==> src/rtl/pwmt_pkg.sv <==
package pwmt_pkg;

  localparam int N_CH  = 3;
  localparam int ADR_W = 3;

  localparam logic [ADR_W-1:0] ADR_CTRL = 3'd0;
  localparam logic [ADR_W-1:0] ADR_CNT  = 3'd1;
  localparam int               ADR_CMP0 = 2;
  localparam logic [ADR_W-1:0] ADR_TOP  = 3'd5;

  typedef enum logic [1:0] {
    WM_FREE   = 2'b00,
    WM_CLRCMP = 2'b01,
    WM_FAST   = 2'b10,
    WM_DUAL   = 2'b11
  } waveMode_e;

  // strobes from the count control to the datapath
  typedef struct packed {
    logic tick;     // count advances this clock
    logic atTop;    // advance taken at count == TOP
    logic wrapEvt;  // single-slope reload to zero
    logic ovfEvt;   // overflow event for the flag
    logic down;     // dual-slope direction (1 = descending)
    logic matchOk;  // compare matches allowed on this advance
  } strobe_t;

endpackage

==> src/rtl/pwmt_ctrl.sv <==
module pwmt_ctrl
  import pwmt_pkg::*;
#(
  parameter int CNT_W   = 16,
  parameter int DIV_MID = 8,
  parameter int DIV_HI  = 64
) (
  input  logic             clk,
  input  logic             rstN,
  input  logic [1:0]       clkSel,
  input  waveMode_e        waveMode,
  input  logic [CNT_W-1:0] topVal,
  input  logic             cntWrEn,
  input  logic [CNT_W-1:0] cntWrData,
  output logic [CNT_W-1:0] cntVal,
  output strobe_t          stb
);

  localparam int PRE_W = $clog2(DIV_HI);
  localparam int MID_W = $clog2(DIV_MID);

  logic [PRE_W-1:0] preCnt;
  logic             tick;
  logic             dirDown;
  logic             suppress;
  logic             dual;
  logic [CNT_W-1:0] wrapPt;
  logic [CNT_W-1:0] cntNxt;
  logic             downNxt;

  always_ff @(posedge clk or negedge rstN) begin
    if (!rstN) preCnt <= '0;
    else       preCnt <= preCnt + PRE_W'(1);
  end

  always_comb begin
    unique case (clkSel)
      2'b00:   tick = 1'b0;
      2'b01:   tick = 1'b1;
      2'b10:   tick = &preCnt[MID_W-1:0];
      default: tick = &preCnt;
    endcase
  end

  assign dual   = (waveMode == WM_DUAL);
  assign wrapPt = (waveMode == WM_FREE) ? '1 : topVal;

  always_comb begin
    cntNxt  = cntVal + CNT_W'(1);
    downNxt = 1'b0;
    if (dual) begin
      downNxt = dirDown;
      if (!dirDown && cntVal == topVal) begin
        cntNxt  = topVal - CNT_W'(1);
        downNxt = 1'b1;
      end else if (dirDown && cntVal == '0) begin
        cntNxt  = CNT_W'(1);
        downNxt = 1'b0;
      end else if (dirDown) begin
        cntNxt  = cntVal - CNT_W'(1);
      end
    end else if (cntVal == wrapPt) begin
      cntNxt = '0;
    end
  end

  always_ff @(posedge clk or negedge rstN) begin
    if (!rstN) begin
      cntVal   <= '0;
      suppress <= 1'b0;
    end else if (cntWrEn) begin
      cntVal   <= cntWrData;
      suppress <= 1'b1;
    end else if (tick) begin
      cntVal   <= cntNxt;
      suppress <= 1'b0;
    end
  end

  always_ff @(posedge clk or negedge rstN) begin
    if (!rstN)                     dirDown <= 1'b0;
    else if (!dual)                dirDown <= 1'b0;
    else if (tick && !cntWrEn)     dirDown <= downNxt;
  end

  assign stb.tick    = tick;
  assign stb.atTop   = tick && (cntVal == topVal);
  assign stb.wrapEvt = tick && !dual && (cntVal == wrapPt);
  assign stb.ovfEvt  = stb.wrapEvt || (tick && dual && dirDown && cntVal == '0);
  assign stb.down    = dirDown;
  assign stb.matchOk = !suppress;

endmodule

==> src/rtl/pwmt_dpath.sv <==
module pwmt_dpath
  import pwmt_pkg::*;
#(
  parameter int CNT_W = 16
) (
  input  logic             clk,
  input  logic             rstN,
  input  logic             regWrEn,
  input  logic [ADR_W-1:0] regAddr,
  input  logic [CNT_W-1:0] regWrData,
  output logic [CNT_W-1:0] regRdData,
  input  logic [CNT_W-1:0] cntVal,
  input  strobe_t          stb,
  input  logic [N_CH-1:0]  portIn,
  input  logic [N_CH-1:0]  pinDir,
  output logic [N_CH-1:0]  pinOut,
  output logic [N_CH-1:0]  pinOe,
  output logic             ovfFlag,
  output logic [N_CH-1:0]  matchFlag,
  output logic [1:0]       clkSel,
  output waveMode_e        waveMode,
  output logic [CNT_W-1:0] topVal,
  output logic             cntWrEn,
  output logic [CNT_W-1:0] cntWrData
);

  localparam int CTRL_W = 10;

  logic [CTRL_W-1:0]      ctrlReg;
  logic [N_CH*CNT_W-1:0]  bufFlat;
  logic                   isPwm;

  always_ff @(posedge clk or negedge rstN) begin
    if (!rstN) begin
      ctrlReg <= '0;
      topVal  <= '0;
      ovfFlag <= 1'b0;
    end else begin
      ovfFlag <= stb.ovfEvt;
      if (regWrEn && regAddr == ADR_CTRL) ctrlReg <= regWrData[CTRL_W-1:0];
      if (regWrEn && regAddr == ADR_TOP)  topVal  <= regWrData;
    end
  end

  assign clkSel    = ctrlReg[9:8];
  assign waveMode  = waveMode_e'(ctrlReg[1:0]);
  assign isPwm     = ctrlReg[1];
  assign cntWrEn   = regWrEn && (regAddr == ADR_CNT);
  assign cntWrData = regWrData;
  assign pinOe     = pinDir;

  for (genvar ch = 0; ch < N_CH; ch++) begin : g_ch
    logic [1:0]       fld;
    logic             wrCmp;
    logic [CNT_W-1:0] cmpBuf;
    logic [CNT_W-1:0] cmpAct;
    logic             hit;
    logic             hitQ;
    logic             wave;
    logic             waveNxt;

    assign fld   = ctrlReg[7-2*ch -: 2];
    assign wrCmp = regWrEn && (regAddr == ADR_W'(ADR_CMP0 + ch));
    assign hit   = stb.tick && stb.matchOk && (cntVal == cmpAct);

    always_ff @(posedge clk or negedge rstN) begin
      if (!rstN) begin
        cmpBuf <= '0;
        cmpAct <= '0;
        hitQ   <= 1'b0;
      end else begin
        hitQ <= hit;
        if (wrCmp) cmpBuf <= regWrData;
        if (!isPwm && wrCmp)     cmpAct <= regWrData;
        else if (isPwm && stb.atTop) cmpAct <= cmpBuf;
      end
    end

    always_comb begin
      waveNxt = wave;
      if (fld == 2'b01) begin
        if (hit) waveNxt = !wave;
      end else if (fld != 2'b00) begin
        unique case (waveMode)
          WM_FAST: begin
            if (stb.wrapEvt) waveNxt = !fld[0];
            else if (hit)    waveNxt = fld[0];
          end
          WM_DUAL: begin
            if (hit) waveNxt = stb.down ? !fld[0] : fld[0];
          end
          default: begin
            if (hit) waveNxt = fld[0];
          end
        endcase
      end
    end

    always_ff @(posedge clk or negedge rstN) begin
      if (!rstN) wave <= 1'b0;
      else       wave <= waveNxt;
    end

    assign bufFlat[ch*CNT_W +: CNT_W] = cmpBuf;
    assign matchFlag[ch] = hitQ;
    assign pinOut[ch]    = pinDir[ch] & ((fld != 2'b00) ? wave : portIn[ch]);
  end

  always_comb begin
    regRdData = '0;
    if (regAddr == ADR_CTRL)     regRdData = CNT_W'(ctrlReg);
    else if (regAddr == ADR_CNT) regRdData = cntVal;
    else if (regAddr == ADR_TOP) regRdData = topVal;
    for (int i = 0; i < N_CH; i++) begin
      if (regAddr == ADR_W'(ADR_CMP0 + i)) regRdData = bufFlat[i*CNT_W +: CNT_W];
    end
  end

endmodule

==> src/rtl/pwmt_top.sv <==
module pwmt_top
  import pwmt_pkg::*;
#(
  parameter int CNT_W   = 16,
  parameter int DIV_MID = 8,
  parameter int DIV_HI  = 64
) (
  input  logic             clk,
  input  logic             rstN,
  input  logic             regWrEn,
  input  logic [2:0]       regAddr,
  input  logic [CNT_W-1:0] regWrData,
  output logic [CNT_W-1:0] regRdData,
  input  logic [2:0]       portIn,
  input  logic [2:0]       pinDir,
  output logic [2:0]       pinOut,
  output logic [2:0]       pinOe,
  output logic             ovfFlag,
  output logic [2:0]       matchFlag
);

  logic [CNT_W-1:0] cntVal;
  strobe_t          stb;
  logic [1:0]       clkSel;
  waveMode_e        waveMode;
  logic [CNT_W-1:0] topVal;
  logic             cntWrEn;
  logic [CNT_W-1:0] cntWrData;

  pwmt_ctrl #(.CNT_W(CNT_W), .DIV_MID(DIV_MID), .DIV_HI(DIV_HI)) u_ctrl (
    .clk(clk), .rstN(rstN), .clkSel(clkSel), .waveMode(waveMode),
    .topVal(topVal), .cntWrEn(cntWrEn), .cntWrData(cntWrData),
    .cntVal(cntVal), .stb(stb)
  );

  pwmt_dpath #(.CNT_W(CNT_W)) u_dpath (
    .clk(clk), .rstN(rstN), .regWrEn(regWrEn), .regAddr(regAddr),
    .regWrData(regWrData), .regRdData(regRdData), .cntVal(cntVal),
    .stb(stb), .portIn(portIn), .pinDir(pinDir), .pinOut(pinOut),
    .pinOe(pinOe), .ovfFlag(ovfFlag), .matchFlag(matchFlag),
    .clkSel(clkSel), .waveMode(waveMode), .topVal(topVal),
    .cntWrEn(cntWrEn), .cntWrData(cntWrData)
  );

endmodule

==> config.mk <==
export PLATFORM = sky130hd
export DESIGN_NAME = pwmt_top
export DESIGN_NICKNAME = d
export VERILOG_FILES = /design/src/rtl/pwmt_pkg.sv /design/src/rtl/pwmt_ctrl.sv /design/src/rtl/pwmt_dpath.sv /design/src/rtl/pwmt_top.sv
export SDC_FILE = /design/constraint.sdc
export NUM_CORES = 1
export LEC_CHECK = 0
export BUFFER_PORTS_ARGS = -buffer_cell sky130_fd_sc_hd__clkbuf_2
export CAP_MARGIN = 10
export CORE_AREA = 2 2 152 154
export DETAILED_ROUTE_END_ITERATION = 7
export DIE_AREA = 0 0 154 156
export GPL_ROUTABILITY_DRIVEN = 0
export MAX_ROUTING_LAYER = met4
export PLACE_DENSITY = 0.65
export SETUP_SLACK_MARGIN = 0.5
export SYNTH_ARGS = -nofsm -noshare
export SYNTH_HDL_FRONTEND = slang
export SYNTH_HIERARCHICAL = 1
export SYNTH_SLANG_ARGS = --single-unit
==> constraint.sdc <==
create_clock -name clk -period 3.9 [get_ports clk]
set_input_delay 0 -clock clk [delete_from_list [all_inputs] [get_ports clk]]
set_output_delay 0 -clock clk [all_outputs]
set_load 0.005 [all_outputs]
# Word level (Yosys, flattened, before mapping)
# Cells that the tools add are included.
# op_classes
multipliers	0
bitwise	3
n_eq_ne	25
addsub	4
reduce_logical	55
muxes	54
order_cmp	0
div_mod_pow	0
shift	0
# ops
cell	n
two-way mux 16 bit	20
== test 16 bit	5
subtractor 16 x 1 -> 16 bit, second input constant	2
two-way mux 1 bit	30
logical AND 1 bit	23
nonzero test 2 bit	10
adder 16 x 1 -> 16 bit, second input constant	1
logical NOT 16 bit	1
inequality test 2 x 1 -> 1 bit, second input constant	6
AND reduction 3 bit	4
logical NOT 1 bit	11
== test 2 x 1 -> 1 bit, second input constant	4
adder 6 x 1 -> 6 bit, second input constant	1
== test 2 bit, second input constant	3
== test 3 x 2 -> 1 bit, second input constant	2
== test 3 bit, second input constant	2
one-hot mux 1 bit (2 select lines)	3
AND reduction 6 bit	1
logical NOT 2 bit	2
AND 1 bit	3
== test 3 x 1 -> 1 bit, second input constant	1
logical NOT 3 bit	1
inequality test 3 bit, second input constant	1
one-hot mux 1 bit (3 select lines)	1
other kinds (3)	3
# totals
memories	0
register_bits	153
latch_bits	0
input_bits	28
romBits	0
elab_cells	160
ramBits	0
out_inout_bits	26

# Longest topological paths before layout
# logic_depth
word_depth	9
depth_mapped	13
mapped_depth_nobuf	12

# Modules after synthesis
# The synthesis kept the hierarchy.
# modules_own_cells
module	instances	seq_area_each_um2	area_per_inst_um2	cells_per_inst
pwmt_dpath	1	3228.1	7105.6	698
pwmt_ctrl	1	600.6	2845.2	387

# Least setup slack after synthesis
# Ideal clock, no wire load.
# synth_timing
path_kind	reg-to-reg
startpoint	register u_ctrl.cntVal[11]
endpoint	register u_dpath.g_ch[1].wave
t_arrival_ns	2.987
stages_incl_launch_ff	14
path_slack_ns	0.831
synth_period_minus_slack_ns	3.069
n_path_buf	1
setup_ns	0.083
required_ns	3.817
cell_sequence	dfrtp_1 -> clkbuf_1 -> nor2b_1 -> a2111oi_0 -> nand4_1 -> o21ai_1 -> nand2_1 -> nor3_1 -> nand2b_1 -> a21oi_1 -> xor2_1 -> a21oi_1 -> mux2_2 -> o21ai_0
# synth_lines
item	line	text
from (decl)	pwmt_ctrl.sv:15	output logic [CNT_W-1:0] cntVal,
from (signal assigned)	pwmt_ctrl.sv:72	cntVal <= cntWrData;
from (signal assigned)	pwmt_ctrl.sv:75	cntVal <= cntNxt;
to (signal assigned)	pwmt_dpath.sv:101	else wave <= waveNxt;
to (decl)	pwmt_dpath.sv:59	logic wave;

# Worst setup path after layout
# layout_timing
startpoint	register u_dpath.topVal[14]
endpoint	register u_ctrl.cntVal[2]
# layout_via
elab_chain_cells	6
word_cells_on_any_way	9
cone_classes	eq/ne (2); mux (6); reduce/logical (1)
# layout_lines
item	line	text
from (decl)	pwmt_dpath.sv:22	output logic [CNT_W-1:0] topVal,
from (signal assigned)	pwmt_dpath.sv:41	if (regWrEn && regAddr == ADR_TOP) topVal <= regWrData;
two-way mux 16 bit / == test 16 bit (equally long branches)	pwmt_ctrl.sv:46, pwmt_ctrl.sv:53	
== test 16 bit / logical AND 1 bit (equally long branches)	pwmt_ctrl.sv:62, pwmt_ctrl.sv:53	
two-way mux 16 bit (on tied branches)	pwmt_ctrl.sv:62, pwmt_ctrl.sv:53	
two-way mux 16 bit *	pwmt_ctrl.sv:51	if (dual) begin
two-way mux 16 bit *	pwmt_ctrl.sv:74	end else if (tick) begin
two-way mux 16 bit *	pwmt_ctrl.sv:71	end else if (cntWrEn) begin
# Every way passes the cells marked *; elsewhere a longest branch is shown, timed or not. The select of a mux whose other input is x is not followed.
# A chain may end at the register's enable or synchronous reset.

==> reports/qor.yml <==
sta:
  fin_setup_tns_ns: 0
  timing.fmax_ghz: 0.310
  hold_viol: 0
  fin_crit_sh_pct: 82.6
  setup_viol: 0
  maxSlewHeadroom_pct: 24.8
  min_period_ns: 3.22
  slew_violations: 0
  tightest_slew_ns: 1.13
  rsz0062_at_grt: "no"
  finClkSkew_ns: 0.0111
logic_synthesis:
  yosys.area_share.simple_pct: 19.3
  ys_seq_area_share_pct: 38.5
  netlist_instances: 1085
  yosysTopAreaCell: "dfrtp_1"
  ys_types: 80
  synthFlopType: "dfrtp_1"
  synth.area.mux_share_pct: 12.1
  synth_compound_area_share_pct: 15.6
  syn_area_per_cell_um2: 9.17
  mappedNetlistArea_um2: 9950
  synth_fa_ha_area_share_pct: 0.855
  ys_ff_latch: 153
  synth_nets: 1119
  synth_top_area_share_pct: 38.5
  synth-async-reset-ratio_pct: 100
  yosysWarningCount: 6
  ys_top_cells_by_area: "dfrtp_1 38%, mux2_2 7.9%, nand2_1 5.7%, a22oi_1 4.1%, xor2_1 3.9%"
  synth-edff-count: 0
  synthXorXnorAreaFrac_pct: 7.22
  synth_top_family_by_area: "simple AND/OR/NAND/NOR gates"
clock_network:
  h-tree-depth: 4
  clock_latency_ns: 0.43
  cts_buffers: 17
  root_buffer: "clkbuf_16"
  clk_path_buf_depth: 2
  clkTransAtPathRegs_ns: 0.06
  cts_sinks: 153
  cts_tree: "built"
grt:
  track_usage_pct: 28.8
  grt_overflow_total: 0
  grt_pass1_vias: 8381
  grt_pass1_wl_mm: 51.0
  antenna_found_initial: 0
  grt_max_degree: 98
worst_hold_path:
  hp-class: "input port to flip-flop"
  min_from: "regWrData[7]"
placed_design:
  hpwlAfterDp_mm: 23.8
  placed_cell_area_um2: 10400
  io_buffers: 53
  dp_cells: 1370
final_layout:
  n_antenna_cell: 0
  area_growth_pct: 12.5
  drive_gt1_share_pct: 21.3
  final_cell_count_no_fill: 1419
  nNetsFinal: 1156
  final_area_um2: 11200
  utilization_pct: 50.1
critical_path:
  rr_startpoint: "u_dpath/topVal[14]$_DFFE_PN0P_"
  criticalPathCategory: "flip-flop to flip-flop"
  path_buf_inv: 2
  crit_arrival_ns: 3.50
  path_max_fanout: 18
  crit_chain: "nor2b_1 -> a2111oi_0 -> nand4_1 -> buf_4 -> nor3_2 -> buf_12 -> mux2i_1 -> o311ai_1 -> a32oi_1"
  slowest_stage: "nor3_2"
  critPathLaunchType: "flip-flop"
  cp_data_required_time_ns: 4.18
  cpPeakStageDelay_ns: 0.58
  end_kind: "flip-flop"
  critPathTopFamily: "simple AND/OR/NAND/NOR gates"
  critPathLaunch: "u_dpath/topVal[14]$_DFFE_PN0P_"
detailed_routing:
  routed_wirelength_mm: 33.4
  vias_per_cell: 6.34
  dr.pass1.iters: 8
  avgRoutedWirePerCell_um: 23.5
  drcViolationCount: 0
  num_vias: 8997
  drtIter0Drc: 1193
  final_antenna_net_count: 0
floorplanning:
  num_rows: 55
  die_height_um: 156
  dieArea_um2: 24000
  io_pins: 54
  core_area_um2: 22400
  die_x_um: 154
  start_util_pct: 44.5
power:
  leakage_nw: 4.75
  fin_total_pwr_mw: 6.77
  power.density_nw_per_um2: 605
  ir_drop_v: 0.000327
run:
  cap_violations: 0
run_status:
  status: "finished clean"
layer usage:
layer,vias to the layer above,wire length [um],track usage [%]
met1,4416,13700,38.4
li1,3966,-,-
met4,0,1190,10.4
met2,530,15000,43.2
met5,-,0,-
met3,85,3470,6.64
flip-flops by register name, summed over array words and instances, names as in the netlist:
| register | count |
|---|---|
| u_dpath/g_ch.cmpAct | 48 |
| u_dpath/g_ch.cmpBuf | 48 |
| u_dpath/g_ch.hitQ | 3 |
| u_dpath/ctrlReg | 10 |
| u_ctrl/preCnt | 6 |
| u_ctrl/cntVal | 16 |
| u_dpath/g_ch.wave | 3 |
| u_ctrl/suppress | 1 |
| u_dpath/topVal | 16 |
| u_dpath/ovfFlag | 1 |
| u_ctrl/dirDown | 1 |
per-stage QoR:
stage	hold WS (ns)	setup slack, ns
CTS	0.00337	0.557
global placement	0.182	0.492
global route	0.0477	0.474
detailed placement	0.188	0.304
finish	0.0233	0.678
floorplan	-0.296	0.831
power breakdown:
group          leakage, nW  switching [mW]  internal [mW]  total (mW)
sequential            1.86           0.486           2.00        2.48
combinational         2.60            1.52           1.07        2.58
clock                0.292           0.724          0.985        1.71
cell usage after synthesis (13+ instances only):
cell type,number
mux2i_1,30
nor3_1,22
o22ai_1,19
buf_2,28
xnor2_1,38
mux2_2,70
nand4_1,13
a21oi_1,61
xor2_1,44
nand2_1,150
clkbuf_1,31
nand3_1,24
inv_1,22
nor4_1,21
nor2_1,51
o21ai_0,38
buf_4,31
dfrtp_1,153
nor2b_1,30
a22oi_1,54
kinds of logic (layout without fill, tap and decap cells):
logic type | after synthesis | count (layout)
and+or+nand+nor | 375 | 375
AOI/OAI and AO/OA | 239 | 239
DFF | 153 | 153
buffers and inverters | 123 | 172
muxes | 106 | 106
xor gates and xnor gates | 82 | 82
adders and majority gates | 7 | 7
area by class of cell:
class | instances | area (um^2)
fillers | 2037 | 11200
inverters | 24 | 90.1
well taps | 285 | 357
clock inverters | 12 | 141
clock buffers | 19 | 453
repair buffers | 117 | 795
flip-flops and latches | 153 | 3830
multi-input cells | 809 | 5530
worst reg2reg max path, delay by kind of cell (launching register included):
family / cells / cell delay (ns)
and+or+nand+nor: 3 / 1.03
AOI/OAI and AO/OA: 3 / 0.92
DFF: 1 / 0.48
buffers and inverters: 2 / 0.45
muxes: 1 / 0.20
path summary, 6_finish.rpt:
kind | slack [ns] | depth (start not counted) | endpoint
setup / recovery | 0.68 | 9 | u_ctrl/cntVal[2]$_DFFE_PN0P_
hold / removal | 0.02 | 3 | u_dpath/g_ch[0].cmpAct[7]$_DFFE_PN0P_
setup reg to reg | 0.68 | 9 | u_ctrl/cntVal[2]$_DFFE_PN0P_
hold reg to reg | 0.47 | 1 | u_ctrl/preCnt[4]$_DFF_PN0_
max in group asynchronous | 2.62 | 3 | u_dpath/g_ch[2].cmpAct[5]$_DFFE_PN0P_
min in group asynchronous | 0.27 | 2 | u_dpath/g_ch[1].cmpAct[14]$_DFFE_PN0P_
cell usage in the layout (no fill, tap or decap), types with 19 or more instances in the layout:
cell type / instances
nor4_1: 21
mux2_2: 70
a22oi_1: 54
nand2_1: 150
nand3_1: 24
o21ai_0: 38
nor2b_1: 30
inv_1: 22
o22ai_1: 19
a21oi_1: 61
mux2i_1: 30
buf_4: 51
xor2_1: 44
dfrtp_1: 148
clkbuf_2: 52
nor2_1: 51
xnor2_1: 38
repair_timing:
item                                    in CTS  in global routing
hold buffers                                12                  0
pin swaps                                    0                  2
endpoints found under the hold margin      153                  0
buffers inserted                             0                  6
resized for setup                            3                 10
endpoints found under the setup margin       3                  5
Note: power is estimated with default switching activity, not from simulation.
